[src/rtl/fuse_ecc_pkg.sv]
`timescale 1ns/1ps
package fuse_ecc_pkg;
  localparam int DATA_W = 20;
  localparam int HAM_W  = 5;
  localparam int WORD_W = DATA_W + HAM_W + 1;
  localparam int CODE_N = DATA_W + HAM_W;   // highest Hamming position
  localparam int EN_BIT = DATA_W - 1;       // per-bank correction enable

  typedef struct packed {
    logic [DATA_W-1:0] payload;
    logic              corr;
    logic              uncorr;
  } dec_t;

  typedef struct packed {
    logic clearFlags;   // start accepted: wipe per-bank flags
    logic capture;      // record result for the current bank
  } strobe_t;

  // Hamming check bits: data bits fill the non-power-of-two positions 3..CODE_N
  function automatic logic [HAM_W-1:0] hamCheck(input logic [DATA_W-1:0] d);
    logic [HAM_W-1:0] c;
    int di;
    c  = '0;
    di = 0;
    for (int p = 1; p <= CODE_N; p++) begin
      if ((p & (p - 1)) != 0) begin
        if (d[di]) c ^= HAM_W'(p);
        di++;
      end
    end
    return c;
  endfunction

  function automatic logic [WORD_W-1:0] encodeWord(input logic [DATA_W-1:0] d);
    logic [HAM_W-1:0] c;
    c = hamCheck(d);
    return {^{c, d}, c, d};
  endfunction

  function automatic dec_t decodeWord(input logic [WORD_W-1:0] w);
    dec_t r;
    logic [HAM_W-1:0] syn;
    logic ovr;
    int di;
    r.payload = w[DATA_W-1:0];
    r.corr    = 1'b0;
    r.uncorr  = 1'b0;
    if (w[EN_BIT]) begin
      syn = w[DATA_W +: HAM_W] ^ hamCheck(w[DATA_W-1:0]);
      ovr = ^w;
      if (ovr) begin
        if ((syn & (syn - HAM_W'(1))) == '0) begin
          r.corr = 1'b1;                 // parity or check bit hit, data intact
        end else if (int'(syn) > CODE_N) begin
          r.uncorr = 1'b1;               // points outside the code
        end else begin
          r.corr = 1'b1;
          di = 0;
          for (int p = 1; p <= CODE_N; p++) begin
            if ((p & (p - 1)) != 0) begin
              if (HAM_W'(p) == syn) r.payload[di] = ~r.payload[di];
              di++;
            end
          end
        end
      end else if (syn != '0) begin
        r.uncorr = 1'b1;                 // even weight, nonzero syndrome
      end
    end
    return r;
  endfunction
endpackage

[src/rtl/fuse_ecc_enc.sv]
`timescale 1ns/1ps
module fuse_ecc_enc
  import fuse_ecc_pkg::*;
(
  input  logic [DATA_W-1:0] payload,
  output logic [WORD_W-1:0] word
);
  always_comb word = encodeWord(payload);
endmodule

[src/rtl/fuse_ecc_ctrl.sv]
`timescale 1ns/1ps
module fuse_ecc_ctrl
  import fuse_ecc_pkg::*;
#(
  parameter int NUM_BANKS = 10,
  localparam int IDX_W = (NUM_BANKS > 1) ? $clog2(NUM_BANKS) : 1
) (
  input  logic             clk,
  input  logic             rstN,
  input  logic             start,
  output strobe_t          strobe,
  output logic [IDX_W-1:0] bankIdx,
  output logic             busy,
  output logic             done
);
  typedef enum logic {ST_IDLE, ST_SCAN} state_t;
  state_t state;

  localparam logic [IDX_W-1:0] LAST_IDX = IDX_W'(NUM_BANKS - 1);

  always_ff @(posedge clk or negedge rstN) begin
    if (!rstN) begin
      state   <= ST_IDLE;
      bankIdx <= '0;
      done    <= 1'b0;
    end else begin
      case (state)
        ST_IDLE: if (start) begin
          state   <= ST_SCAN;
          bankIdx <= '0;
          done    <= 1'b0;
        end
        ST_SCAN: begin
          if (bankIdx == LAST_IDX) begin
            state <= ST_IDLE;
            done  <= 1'b1;
          end else begin
            bankIdx <= bankIdx + IDX_W'(1);
          end
        end
        default: state <= ST_IDLE;
      endcase
    end
  end

  always_comb begin
    busy              = (state == ST_SCAN);
    strobe.clearFlags = (state == ST_IDLE) && start;
    strobe.capture    = busy;
  end
endmodule

[src/rtl/fuse_ecc_dp.sv]
`timescale 1ns/1ps
module fuse_ecc_dp
  import fuse_ecc_pkg::*;
#(
  parameter int NUM_BANKS = 10,
  localparam int IDX_W = (NUM_BANKS > 1) ? $clog2(NUM_BANKS) : 1
) (
  input  logic                        clk,
  input  logic                        rstN,
  input  strobe_t                     strobe,
  input  logic [IDX_W-1:0]            bankIdx,
  input  logic                        intClr,
  input  logic [NUM_BANKS*WORD_W-1:0] bankRaw,
  output logic [NUM_BANKS*DATA_W-1:0] bankData,
  output logic [NUM_BANKS-1:0]        bankCorr,
  output logic [NUM_BANKS-1:0]        bankUncorr,
  output logic                        eccIrq
);
  logic [WORD_W-1:0] curWord;
  dec_t              curDec;
  logic [DATA_W-1:0] dataQ [NUM_BANKS];
  logic              errHit;

  always_comb begin
    curWord = bankRaw[bankIdx*WORD_W +: WORD_W];
    curDec  = decodeWord(curWord);
    errHit  = strobe.capture && (curDec.corr || curDec.uncorr);
  end

  for (genvar b = 0; b < NUM_BANKS; b++) begin : g_bank
    always_ff @(posedge clk or negedge rstN) begin
      if (!rstN) begin
        dataQ[b]      <= '0;
        bankCorr[b]   <= 1'b0;
        bankUncorr[b] <= 1'b0;
      end else if (strobe.clearFlags) begin
        bankCorr[b]   <= 1'b0;
        bankUncorr[b] <= 1'b0;
      end else if (strobe.capture && (bankIdx == IDX_W'(b))) begin
        dataQ[b]      <= curDec.payload;
        bankCorr[b]   <= curDec.corr;
        bankUncorr[b] <= curDec.uncorr;
      end
    end
    assign bankData[b*DATA_W +: DATA_W] = dataQ[b];
  end

  // sticky interrupt, a new error outranks a clear in the same cycle
  always_ff @(posedge clk or negedge rstN) begin
    if (!rstN)       eccIrq <= 1'b0;
    else if (errHit) eccIrq <= 1'b1;
    else if (intClr) eccIrq <= 1'b0;
  end
endmodule

[src/rtl/fuse_ecc_top.sv]
`timescale 1ns/1ps
module fuse_ecc_top
  import fuse_ecc_pkg::*;
#(
  parameter int NUM_BANKS = 10,
  localparam int IDX_W = (NUM_BANKS > 1) ? $clog2(NUM_BANKS) : 1
) (
  input  logic                        clk,
  input  logic                        rstN,
  input  logic                        start,
  input  logic                        intClr,
  input  logic [NUM_BANKS*WORD_W-1:0] bankRaw,
  input  logic [DATA_W-1:0]           encPayload,
  output logic [WORD_W-1:0]           encWord,
  output logic [NUM_BANKS*DATA_W-1:0] bankData,
  output logic [NUM_BANKS-1:0]        bankCorr,
  output logic [NUM_BANKS-1:0]        bankUncorr,
  output logic                        busy,
  output logic                        done,
  output logic                        eccIrq
);
  strobe_t          strobe;
  logic [IDX_W-1:0] bankIdx;

  fuse_ecc_ctrl #(.NUM_BANKS(NUM_BANKS)) u_ctrl (
    .clk(clk), .rstN(rstN), .start(start), .strobe(strobe),
    .bankIdx(bankIdx), .busy(busy), .done(done)
  );

  fuse_ecc_dp #(.NUM_BANKS(NUM_BANKS)) u_dp (
    .clk(clk), .rstN(rstN), .strobe(strobe), .bankIdx(bankIdx),
    .intClr(intClr), .bankRaw(bankRaw), .bankData(bankData),
    .bankCorr(bankCorr), .bankUncorr(bankUncorr), .eccIrq(eccIrq)
  );

  fuse_ecc_enc u_enc (.payload(encPayload), .word(encWord));
endmodule

[config.mk]
export PLATFORM = sky130hd
export DESIGN_NAME = fuse_ecc_top
export DESIGN_NICKNAME = d
export VERILOG_FILES = /design/src/rtl/fuse_ecc_pkg.sv /design/src/rtl/fuse_ecc_enc.sv /design/src/rtl/fuse_ecc_ctrl.sv /design/src/rtl/fuse_ecc_dp.sv /design/src/rtl/fuse_ecc_top.sv
export SDC_FILE = /design/constraint.sdc
export NUM_CORES = 1
export LEC_CHECK = 0
export BUFFER_PORTS_ARGS = -buffer_cell sky130_fd_sc_hd__buf_2
export CAP_MARGIN = 40
export CORE_AREA = 2 2 210 212
export DETAILED_ROUTE_END_ITERATION = 10
export DIE_AREA = 0 0 212 214
export PLACE_DENSITY = 0.63
export SLEW_MARGIN = 20
export SYNTH_ARGS = -nofsm -noshare
export SYNTH_HDL_FRONTEND = slang
export SYNTH_SLANG_ARGS = --single-unit
export TNS_END_PERCENT = 100
[constraint.sdc]
create_clock -name clk -period 7.6 [get_ports clk]
set_input_delay 1.9 -clock clk [delete_from_list [all_inputs] [get_ports clk]]
set_output_delay 1.9 -clock clk [all_outputs]
set_load 0.01 [all_outputs]
## Word level (Yosys, flattened, before mapping)

Cells that the tools add are included.

| operators by class | value |
|---|---|
| muxes and demuxes | 482 |
| multiply operators | 1 |
| reduce and logical (&&, ||, !) cells | 60 |
| eq/ne operators | 32 |
| order comparisons | 58 |
| add/sub/neg operators | 38 |
| shifts and indexed selects | 1 |
| bitwise gates (word level) | 62 |

Operators with widths:

| cell | number |
|---|---|
| 32-bit 2-to-1 mux | 95 |
| 20-bit 2-to-1 mux | 92 |
| 32-bit by 7-bit < comparator with 1-bit output, second input constant | 38 |
| 32-bit by 2-bit adder with 32-bit output, second input constant | 36 |
| 32-bit by 1-bit greater-or-equal comparator with 1-bit output, second input constant | 19 |
| 20-bit bitwise mux | 19 |
| 260-bit by 10-bit indexed part select with 26-bit output | 1 |
| 1-bit binary-select mux with 5-bit select | 38 |
| 5-bit 2-to-1 mux | 38 |
| 1-bit 2-to-1 mux | 151 |
| 1-bit demux with 5-bit select | 19 |
| 4-bit 2-to-1 mux | 16 |
| 3-bit NOT | 16 |
| 5-bit equality test, first input constant | 9 |
| 21-bit 2-to-1 mux | 2 |
| 2-bit NOT | 18 |
| 4-bit by 5-bit equality test with 1-bit output, first input constant | 7 |
| 1-bit logical AND | 31 |
| 26-bit XOR reduction | 1 |
| 25-bit XOR reduction | 1 |
| 2-bit AND reduction | 12 |
| 22-bit 2-to-1 mux | 1 |
| 1-bit NOT | 22 |
| 2-bit nonzero test | 11 |
| 22 further kinds | 41 |

| storage, ports and cells | value |
|---|---|
| register bits | 227 |
| word-level logic and storage cells | 768 |
| output and inout port bits | 249 |
| input port bits | 284 |

## Longest topological paths before layout

Gate-level depths: netlist (run 1).

| logic depth | value |
|---|---|
| depth after elaboration | 262 |
| gate-level depth with buffers | 15 |
| gate-level depth less buffers | 10 |

## Cells and area by module

Synthesis (run 1) repeated with hierarchy kept, for this count alone.

| unflattened totals | value |
|---|---|
| cells, all modules | 1235 |
| area total of the unflattened synthesis | 13208.9 um^2 |

Modules (own cells, without submodules):

| module | cells an instance | sequential area each (um^2) | area an instance (um^2) | times used |
|---|---|---|---|---|
| fuse_ecc_dp | 1146 | 5530.3 | 12326.8 | 1 |
| fuse_ecc_enc | 56 | 0.0 | 544.3 | 1 |
| fuse_ecc_ctrl | 33 | 150.1 | 337.8 | 1 |

## Worst setup path before layout (run 1)

OpenSTA, ideal clock, no wires.

| timing path | value |
|---|---|
| kind | input -> output |
| from | input encPayload[0] |
| to | output encWord[25] |
| buffers on the path | 0 |
| stages | 6 |
| arrival time | 3.151 ns |
| required time | 5.700 ns |
| slack | 2.549 ns |
| cell sequence | xor2_1 > xnor2_1 > xnor2_1 > xnor2_1 > xnor2_1 > xnor2_1 |

| on the way | value |
|---|---|
| elaborated cells between the ends (all ways) | 37 |
| classes of those cells | mux: 20; bitwise: 16; reduce/logical: 1 |

RTL lines:

| item | RTL line | RTL |
|---|---|---|
| start, declared | fuse_ecc_top.sv:13 | `input logic [DATA_W-1:0] encPayload,` |
| 2-bit 2-to-1 mux * | fuse_ecc_pkg.sv:28 | `if (d[di]) c ^= HAM_W'(p);` |
| 3-bit 2-to-1 mux * | fuse_ecc_pkg.sv:28 |  |
| 2-bit NOT (no line) | - |  |
| 3-bit 2-to-1 mux * | fuse_ecc_pkg.sv:28 |  |
| 3-bit NOT (no line) | - |  |
| 3-bit 2-to-1 mux * | fuse_ecc_pkg.sv:28 |  |
| 4-bit 2-to-1 mux * | fuse_ecc_pkg.sv:28 |  |
| 2-bit NOT (no line) | - |  |
| [... 12 more ...] | - |  |
| 3-bit NOT (no line) | - |  |
| 5-bit 2-to-1 mux * (3 in series) | fuse_ecc_pkg.sv:28 |  |
| 3-bit NOT (no line) | - |  |
| 5-bit 2-to-1 mux * | fuse_ecc_pkg.sv:28 |  |
| 4-bit NOT (no line) | - |  |
| 5-bit 2-to-1 mux * (3 in series) | fuse_ecc_pkg.sv:28 |  |
| net encWord[21] | fuse_ecc_top.sv:14 | `output logic [WORD_W-1:0] encWord,` |
| 25-bit XOR reduction * | fuse_ecc_pkg.sv:38 | `return {^{c, d}, c, d};` |
| end, declared | fuse_ecc_top.sv:14 |  |

The timed path passes the listed nets; every way through them passes the cells marked *.

## Final worst setup path (run 1)

| timing path | value |
|---|---|
| from | input bankRaw[192] |
| to | register u_dp.dataQ (netlist bit u_dp.bankData[154]) |

| on the way | value |
|---|---|
| cells in the longest elaborated chain, start to end | 249 |
| elaborated cells between the ends (all ways) | 339 |
| classes of those cells | add/sub: 1; order compare: 1; eq/ne: 20; shift: 1; mux: 273; bitwise: 41; reduce/logical: 2 |

Ends and longest elaborated chain:

| item | RTL line | RTL |
|---|---|---|
| start, declared | fuse_ecc_top.sv:12 | `input logic [NUM_BANKS*WORD_W-1:0] bankRaw,` |
| 260-bit by 10-bit indexed part select with 26-bit output * | fuse_ecc_dp.sv:25 | `curWord = bankRaw[bankIdx*WORD_W +: WORD_W];` |
| 1-bit binary-select mux with 5-bit select or 2-bit 2-to-1 mux (tied branches) | fuse_ecc_pkg.sv:28 |  |
| 1-bit 2-to-1 mux (implied by the code) or 5-bit 2-to-1 mux (tied branches) | fuse_ecc_pkg.sv:28, fuse_ecc_pkg.sv:49 |  |
| 1-bit 2-to-1 mux (implied by the code) or 2-bit NOT (tied branches) | - |  |
| 3-bit 2-to-1 mux | fuse_ecc_pkg.sv:28 |  |
| 5-bit 2-to-1 mux | fuse_ecc_pkg.sv:49 | `if (w[EN_BIT]) begin` |
| 3-bit 2-to-1 mux or 2-bit NOT (tied branches) | - |  |
| 5-bit 2-to-1 mux or 3-bit 2-to-1 mux (tied branches) | fuse_ecc_pkg.sv:49, fuse_ecc_pkg.sv:28 |  |
| [... 232 more ...] | - |  |
| 1-bit 2-to-1 mux (implied by the code) (2 in series) | fuse_ecc_pkg.sv:62 | `if (HAM_W'(p) == syn) r.payload[di] = ~r.payload[di];` |
| 1-bit NOT | fuse_ecc_pkg.sv:62 |  |
| 20-bit bitwise mux | fuse_ecc_pkg.sv:62 |  |
| 20-bit 2-to-1 mux | fuse_ecc_pkg.sv:62 |  |
| 21-bit 2-to-1 mux | fuse_ecc_pkg.sv:55 | `end else if (int'(syn) > CODE_N) begin` |
| 20-bit 2-to-1 mux | fuse_ecc_pkg.sv:53 | `if ((syn & (syn - HAM_W'(1))) == '0) begin` |
| 21-bit 2-to-1 mux | fuse_ecc_pkg.sv:52 | `if (ovr) begin` |
| 22-bit 2-to-1 mux * | fuse_ecc_pkg.sv:49 |  |
| end signal, assigned by index | fuse_ecc_dp.sv:40 | `dataQ[b] <= curDec.payload;` |
| end, declared | fuse_ecc_dp.sv:21 | `logic [DATA_W-1:0] dataQ [NUM_BANKS];` |

Every way passes the cells marked *; elsewhere a longest branch is shown, timed or not. The select of a mux whose other input is x is not followed.
A chain may end at the register's enable or synchronous reset.

==> run summary, run 1 <==
The first detailed-routing pass ran for 6 iterations. The delay of the slowest cell on the worst path was 0.60 ns; the initial standard-cell utilization of the core was 27.8%. The path with the worst hold slack has its endpoint at u_dp.bankData[139]. The tree built by TritonCTS fans out to 227 sinks.

The run gives 10,413 as the via count of the first global-routing pass. The Yosys warning count came out at 0. The worst setup path is captured at a flop.

The number of flip-flops and latches in the synthesized netlist was 227. Leaving out fill and tap cells, the most frequent cell in the layout is buf_2. The endpoint of the worst-slack reg-to-reg timing path is u_dp.bankData[154]. The floorplan step set the die height to 214 um. Max-cap violations in this run came to 0. Between clock sinks in the finished design, the worst skew comes to 0.00898 ns. After clock tree synthesis, the clock-pin slew on the worst setup and hold paths is 0.06 ns. The area added between synthesis and finish works out to 36.3%. The run finished with clean final reports.

STA classifies the critical path startpoint as a primary input. The data arrival time at the worst-slack endpoint is 5.89 ns, and the via count is 10,257. The largest buffer count on any clock path was 3; the critical-path maximum fanout was 14.

For the first-pass GRT wire length, the log shows 69,300 um. TritonCTS built the clock tree. The layout has 4,291 filler cells. The data required time of the worst path came out at 7.98 ns. Synthesis produced a netlist with a net count of 1,367. Walking the worst path, the cells encountered are buf_2, mux4_2, a22oi_1, o21ai_2, xor2_1, xor3_1, xnor3_1, xnor2_4, buf_4, nor4_2, xnor2_2, o21ai_0. After detailed routing, the number of remaining DRC violations is 0. Global routing used 20.7% of the available tracks. The die span in x came out at 212 um.

After layout, the worst path uses 72.5% of the clock period. Buffers inserted during post-CTS setup optimization: 0. For the initial antenna violation count, the log shows 27. The top cell types in the final layout, fill and taps aside, are buf_2 (531), dfrtp_1 (225), nand2_1 (213), o21ai_1 (171), o21ai_0 (64).

For the number of nets still failing antenna checks after routing, the log shows 0. Wires add up to 48,000 um. After synthesis, flip-flops and latches occupy 47.7% of the total area. The sum of negative setup slack came out at 0 ns. CTS placed an instance of clkbuf_16 at the clock tree root. Critical path's slowest cell: xnor2_4. The post-cts resize count is 0, and the post-detailed-route wirelength per cell is 21.9 um. The proportion of layout cells with a drive suffix above 1 was 45.7%. The mean post-synth cell area is 11.0 um^2, and the number of endpoints failing setup at the final stage is 0.

By area the synthesized netlist is led by dfrtp_1 (48%), mux4_2 (9.8%), o21ai_1 (7.2%), nand2_1 (6.7%), xnor2_1 (3.6%). Summed over all instances, the cell type with the most area after synthesis is dfrtp_1. The logs give 693 for the number of DRC markers after the initial detailed-route iteration and 0.52 ns for the clock network latency to the later pin of the worst-skew pair. The worst register-to-register path begins at u_ctrl.bankIdx[3]. For the finished layout, the period the worst path requires is 5.51 ns. The level count of the clock H-tree was 1.

The tightest min-delay check is of the reg -> reg type. Of the post-synthesis cell area, the dominant cell type holds 47.7%. For the post-layout net count, the log shows 1,863.

The count of input and output buffers works out to 532. Row generation in the floorplan step produced 76 rows. The final-report hold violation count was 0. The achievable frequency was 0.181 GHz; the cell area after synthesis was 11,900 um^2. At the end of routability-driven placement, the weighted congestion stood at 0.878. After legalization and detailed placement, the total HPWL measured 38,300 um. The vias per cell was 4.68; the core area was 42,900 um^2. The worst max-slew margin expressed relative to the limit was 44.2%; the maximum number of pins on one net before global-route repair was 96.

The worst hold path was traced through 2 stages. Gate count after technology mapping: 1,079. Kind of critical path: in -> reg.

The run gives 0 as the number of max-slew violations in the final report. The total overflow left after global routing is 0. The worst hold path begins at u_dp.bankData[139]. For the die area, the log shows 45,400 um^2. Setup repair after global routing left no endpoint under its margin.

At the pin with the least slew margin, the transition time is 0.833 ns. The logic depth of the worst register-to-register path was 11; the post-synthesis cell type count was 46. The count of hold-fix buffers inserted at cts was 0. The number of clock buffers added by TritonCTS is 23. 533 I/O pins were placed. The tools report the slack of the worst reg-to-reg path as 2.10 ns.
[stage by stage]
stage	util, %	cell area (um^2)	cells	hold slack [ns]	setup slack [ns]
after CTS	37.7	16200	2174	0.479	1.92
after global placement	34.9	15000	2114	0.456	1.51
final	37.9	16200	2191	0.475	2.09
after global routing	37.9	16200	2189	0.497	1.69
after floorplan	-	11900	1079	0.516	2.55
after detailed placement	35.8	15300	2132	0.465	1.42
[logic make-up (layout without fill, tap and decap cells)]
kind of cell	count (synthesis)	count (layout)	share of synthesized area (%)
other	0	14	0
multiplexers	86	86	12.7
buffers and inverters	98	611	4.57
AO/OA/AOI/OAI	279	279	12.8
XOR/XNOR	101	101	10.2
flip-flops	227	227	47.7
AND/OR/NAND/NOR	284	284	11.6
adder cells (fa/ha/maj)	4	4	0.420
[worst max path at each step]
stage | from | end | slack [ns] | depth (start not counted)
floorplan | encPayload[0] | encWord[25] | 2.55 | 6
global placement | bankRaw[191] | u_dp.bankData[98] | 1.51 | 12
detailed placement | bankRaw[191] | u_dp.bankData[138] | 1.42 | 12
global route | u_ctrl.bankIdx[3] | u_dp.bankData[74] | 1.69 | 11
finish | bankRaw[192] | u_dp.bankData[154] | 2.09 | 12
CTS | u_ctrl.bankIdx[3] | u_dp.bankData[138] | 1.92 | 11
[per-layer routing]
layer | vias to the layer above | track usage [%] | wire (um)
met4 | 8 | 8.40 | 1890
li1 | 4828 | - | -
met5 | - | 0 | 57
met3 | 86 | 3.25 | 2680
met2 | 434 | 37.7 | 24700
met1 | 4901 | 24.2 | 18700
[state kept, by name, summed over array words and instances (netlist names)]
register and cells:
u_dp.bankCorr 10, u_dp.bankData 200, u_dp.eccIrq 1, u_ctrl.busy 1, u_ctrl.bankIdx 4, u_ctrl.done 1
u_dp.bankUncorr 10
[cell usage after synthesis, drive strengths merged]
library cell and instances:
nor2 2, a21o 1, or2 3, nand4 1, xnor3 10, or4 1
nor3 6, nand2 215, o21ai 240, clkbuf 48, buf 44, inv 6
dfrtp 227, o22ai 7, a21oi 8, nand3b 4, ha 4, o211a 1
nand3 29, or3 1, mux4 52, xor2 18, o311ai 2, nor4 15
nand2b 3, mux2i 34, nor2b 4, a41oi 1, a22oi 19, xnor2 71
xor3 2
[cell type report]
| type | count | area, um^2 | share of cell area, % |
|---|---|---|---|
| diodes | 14 | 35.0 | 0.216 |
| multi-input cells | 754 | 5770 | 35.5 |
| clock buffers | 33 | 673 | 4.14 |
| flip-flops and latches | 227 | 5690 | 35.0 |
| well taps | 585 | 732 | 4.51 |
| repair buffers | 563 | 3160 | 19.5 |
| inverters | 6 | 22.5 | 0.139 |
| clock inverters | 9 | 159 | 0.978 |
[critical path: cells and delay by family]
kind / cells / cell delay [ns]
simple gates: 1 / 0.09
mux: 1 / 0.46
compound gates: 3 / 0.58
buf+inv: 2 / 0.43
xor+xnor: 5 / 2.41
Power of run 1 is left out: the tool's default activity adds up to more than one toggle a clock period on the data nets, which glitch-free logic cannot reach.
==> run 2, diff against run 1 <==
--- a/config.mk
+++ b/config.mk
@@ -5,12 +5,13 @@
 export SDC_FILE = /design/constraint.sdc
 export NUM_CORES = 1
 export LEC_CHECK = 0
+export ABC_AREA = 1
 export BUFFER_PORTS_ARGS = -buffer_cell sky130_fd_sc_hd__buf_2
 export CAP_MARGIN = 40
-export CORE_AREA = 2 2 210 212
+export CORE_AREA = 2 2 209 211
 export DETAILED_ROUTE_END_ITERATION = 10
-export DIE_AREA = 0 0 212 214
-export PLACE_DENSITY = 0.63
+export DIE_AREA = 0 0 211 213
+export PLACE_DENSITY = 0.71
 export SLEW_MARGIN = 20
 export SYNTH_ARGS = -nofsm -noshare
 export SYNTH_HDL_FRONTEND = slang
==> constraint.sdc (replaced) <==
create_clock -name clk -period 4.98 [get_ports clk]
set_input_delay 1.245 -clock clk [delete_from_list [all_inputs] [get_ports clk]]
set_output_delay 1.245 -clock clk [all_outputs]
set_load 0.01 [all_outputs]
==> run 2 against run 1 <==
First-iteration DRC count up 94%. Sequential cell count unchanged. Count of clock-buffer cells in the layout down 6. Register-to-register slack got worse by 1.4 ns. Clock skew increased by 0.0069 ns. Non-clock buffer count increased by 17. Setup slack lost 1.5 ns. Via count rose by 47%. Die area decreased by 0.94%. Final cell count is 45% higher.
==> run summary, run 2 <==
The die covers 44,900 um^2. The run gives 0 as the number of nets still failing antenna checks after routing. Most common cell after layout, fill and taps aside: nand2_1. The total clock sinks was 227. Counting instances in the post-synthesis netlist gives the leading cell types as nand2_1 (1,047), dfrtp_1 (227), inv_1 (190). The logs give 2,914 for the post-layout net count and 0 for the buffers inserted during post-CTS setup optimization. The later pin in the worst-skew pair is clocked with a latency of 0.52 ns.

The internal power of the cells totals 7.08 mW. Using the TritonRoute via totals, the vias-per-cell ratio works out to 4.73. The mean post-synth cell area came out at 6.63 um^2. The finished layout holds 3,186 standard cells, fillers aside.

The slack of the worst reg-to-reg path was 0.75 ns; the number of optimization iterations in the first detailed-route pass was 5. The delay of the slowest cell on the worst path was 0.35 ns; the final-report hold violation count was 0. For this run the aggregate overflow at the end of global routing stands at 0. For the area of the multi-input gates, the log shows 7100 um^2. The power per cell area is 904 nW/um^2.

The finished cells cover 18,100 um^2. For this run, the top clock speed supported by timing is 0.228 GHz. The count of input and output buffers was 532; the initial standard-cell utilization of the core was 33.1%. Walking the worst path, the cells encountered are buf_2, xnor2_1, xnor2_1, xor2_1, xor2_1, xnor2_1, xnor2_1, xor2_1, xor2_1, buf_2. At the worst endpoint, the required time is 3.73 ns.

Sequential cell area in the final layout: 5690 um^2. For the number of DRC markers after the initial detailed-route iteration, the log shows 1,344. After detailed routing, the met2 layer carries 26,600 um of wire.

The tools report the final-layout fill cell count as 4,539. The logs give 9.30 mW for the total net switching power and 533 for the number of top-level design ports. The level count of the clock H-tree was 1.

Entering global routing, the biggest net connects 124 pins. For the pin with the worst max-slew slack, the measured transition is 0.948 ns. The largest buffer count on any clock path is 3. The initial antenna violation count came out at 3.

The via count of the first global-routing pass was 14,140; the clock slew seen by the registers of the worst setup and hold paths was 0.06 ns. Setup repair after global routing left no endpoint under its margin. Number of synthesized flops with an enable pin: 0. The worst setup path is of the in -> out kind. In this run, synthesis produced a sequential element count of 227. The die span in x came out at 211 um. By area the synthesized netlist is led by dfrtp_1 (40%), nand2_1 (28%), nand3_1 (5.1%), inv_1 (5.0%), o21ai_0 (4.4%). Switching share of power: 56.8%. Leading register cell type out of synthesis: dfrtp_1. In the finished design, the share of the clock period the worst path needs comes to 88.2%. The most common cell in the synthesized netlist is nand2_1. In the layout the commonest cells are nand2_1 (1,047), buf_2 (531), dfrtp_1 (225), inv_1 (190), nand3_1 (144). The critical path contains buffers and inverters numbering 2 combined.

The proportion of layout cells with a drive suffix above 1 works out to 25.8%. The critical-path maximum fanout works out to 3. The minimum clock period after layout was 4.39 ns; the post-cts resize count was 0.

The number of buffers created by CTS came out at 21. The tools report the element type at the critical path end as a primary output. For the worst setup path, the data arrival time is 3.15 ns.

The wire length on met3 came out at 3390 um. For the final core utilization, the log shows 42.5%. For the worst path setup slack after routing, the log shows 0.587 ns. For the met1 wire length, the log shows 23,300 um. The first global-routing pass estimated 82,300 um of wire. Once placement completed, the tool counted placed cells totaling 3,148. The run gives 76 as the number of placement rows. The share of flip-flops with an asynchronous set or reset after synthesis came out at 100%. The via count is 15,080.

The startpoint identified for the worst hold timing path is u_dp.bankData[177]. The clock network burns 10.3% of the power. The run gives 10.8 nW as the leakage component of the power. The type of the worst min-delay path is reg -> reg.

Timing analysis after detailed placement gives a worst setup slack of 0.567 ns. For the half-perimeter wire length after placement, the log shows 42,500 um. Synthesis produced a netlist whose cell count is 2,131.

The number of max-slew violations in the final report came out at 0. Counting every net in the synthesized netlist gives 2,419. TritonCTS built the clock tree. The sequential fraction of the synthesis area came out at 40.2%. The relative contribution of sequential cells to total power came out at 19.6%. For the power share of the combinational group, the log shows 70.1%. The tool flagged a number of max-cap violations equal to 0. Of the post-synthesis cell area, the dominant cell type holds 40.2%.

The run gives 17,400 um^2 as the post-place instance area. Measured along the y axis, the die boundary spans 213 um. The startpoint type of the worst setup path was a primary input. After synthesis the cells add up to 14,100 um^2. Summed over all instances, the cell type with the most area after synthesis is dfrtp_1. The routed design has 54,900 um of wire. Summed over all failing endpoints, the final setup total negative slack is 0 ns.

The number of endpoints failing setup at the final stage was 0; the depth of the worst hold-timing path was 2. The global-route total usage across every layer is 23.8%. The run gives 0 as the count of hold-fix buffers inserted at cts.

The CTS root buffer was clkbuf_16. The post-synthesis cell type count was 38. The flow ran to the end, and the final reports show no timing, DRC or antenna violations.

The congestion estimate from routability-driven global placement came to 0.943. Signal routing reaches up to met4. The count of unresolved DRC violations after routing was 0.

During synthesis, Yosys emitted a total of 0 warnings. For hold timing, the worst endpoint is u_dp.bankData[177]. After detailed routing, the average wire length per cell comes to 17.2 um. The cell family contributing the most delay on the critical path is XOR/XNOR gates. The core area is 42,700 um^2, and the worst max-slew margin expressed relative to the limit is 36.8%.

VDD sags by at most 0.000626 V. Measured in cells, the most critical reg-to-reg path has a length of 24. The worst register-to-register path begins at u_ctrl.bankIdx[1]. The endpoint of the worst-slack reg-to-reg timing path was u_dp.bankData[10]. The area growth from synthesis to layout is 28.3%. Number of flip-flops under the largest register name: 200. The critical path's slowest cell is xnor2_1. Between clock sinks in the finished design, the worst skew comes to 0.0159 ns.
-- run 2: cells by family after synthesis --
| group | synth area share (%) |
|---|---|
| DFF | 40.2 |
| buffers and inverters | 9.55 |
| xor gates and xnor gates | 4.52 |
| and+or+nand+nor | 39.2 |
| adders and majority gates | 0.354 |
| AOI/OAI and AO/OA | 6.21 |
-- run 2: worst reg2reg max path: cells and delay by family (launching register included) --
family	cells	cell delay [ns]
AND/OR/NAND/NOR	21	2.24
buffers and inverters	2	0.93
flip-flops	1	0.40
XOR/XNOR	1	0.59
-- run 2: worst max-delay path by stage --
stage                            startpoint                 end  slack (ns)  cells after the start
after floorplan               encPayload[2]         encWord[25]        0.80                      8
after global placement       encPayload[13]         encWord[25]        0.57                     10
after detailed placement     encPayload[13]         encWord[25]        0.57                     10
after CTS                    encPayload[13]         encWord[25]        0.57                     10
after global routing      u_ctrl.bankIdx[1]  u_dp.bankData[103]        0.38                     24
final                        encPayload[13]         encWord[25]        0.59                     10
-- run 2: final cells by class --
type / instances / area share [%]
repair buffers: 580 / 17.6
clock inverters: 9 / 0.621
multi-input cells: 1596 / 39.2
inverters: 200 / 4.17
diodes: 1 / 0.0138
clock buffers: 27 / 3.35
well taps: 546 / 3.77
flip-flops and latches: 227 / 31.4
-- run 2: power by group through the flow --
| stage | logic (mW) | clock network, mW | registers (mW) |
|---|---|---|---|
| global placement | 11.3 | 0 | 3.20 |
| finish | 11.5 | 1.69 | 3.21 |
| floorplan | 7.00 | 0 | 3.57 |
| global route | 12.7 | 1.78 | 3.30 |
| detailed placement | 11.4 | 0 | 3.22 |
| CTS | 11.5 | 1.72 | 3.20 |
-- run 2: metal layers --
metal,global-route usage (%),up-vias
met5,0,-
met4,7.48,0
met3,2.65,83
met2,42.2,613
met1,30.4,6900
li1,-,7484
-- run 2: per-stage QoR --
step                      power, mW  hold WS [ns]
final                          16.4         0.473
after global routing           17.8         0.501
after CTS                      16.4         0.477
after detailed placement       14.7         0.460
after global placement         14.5         0.457
after floorplan                10.6         0.512
Note: power is estimated with default switching activity, not from simulation.
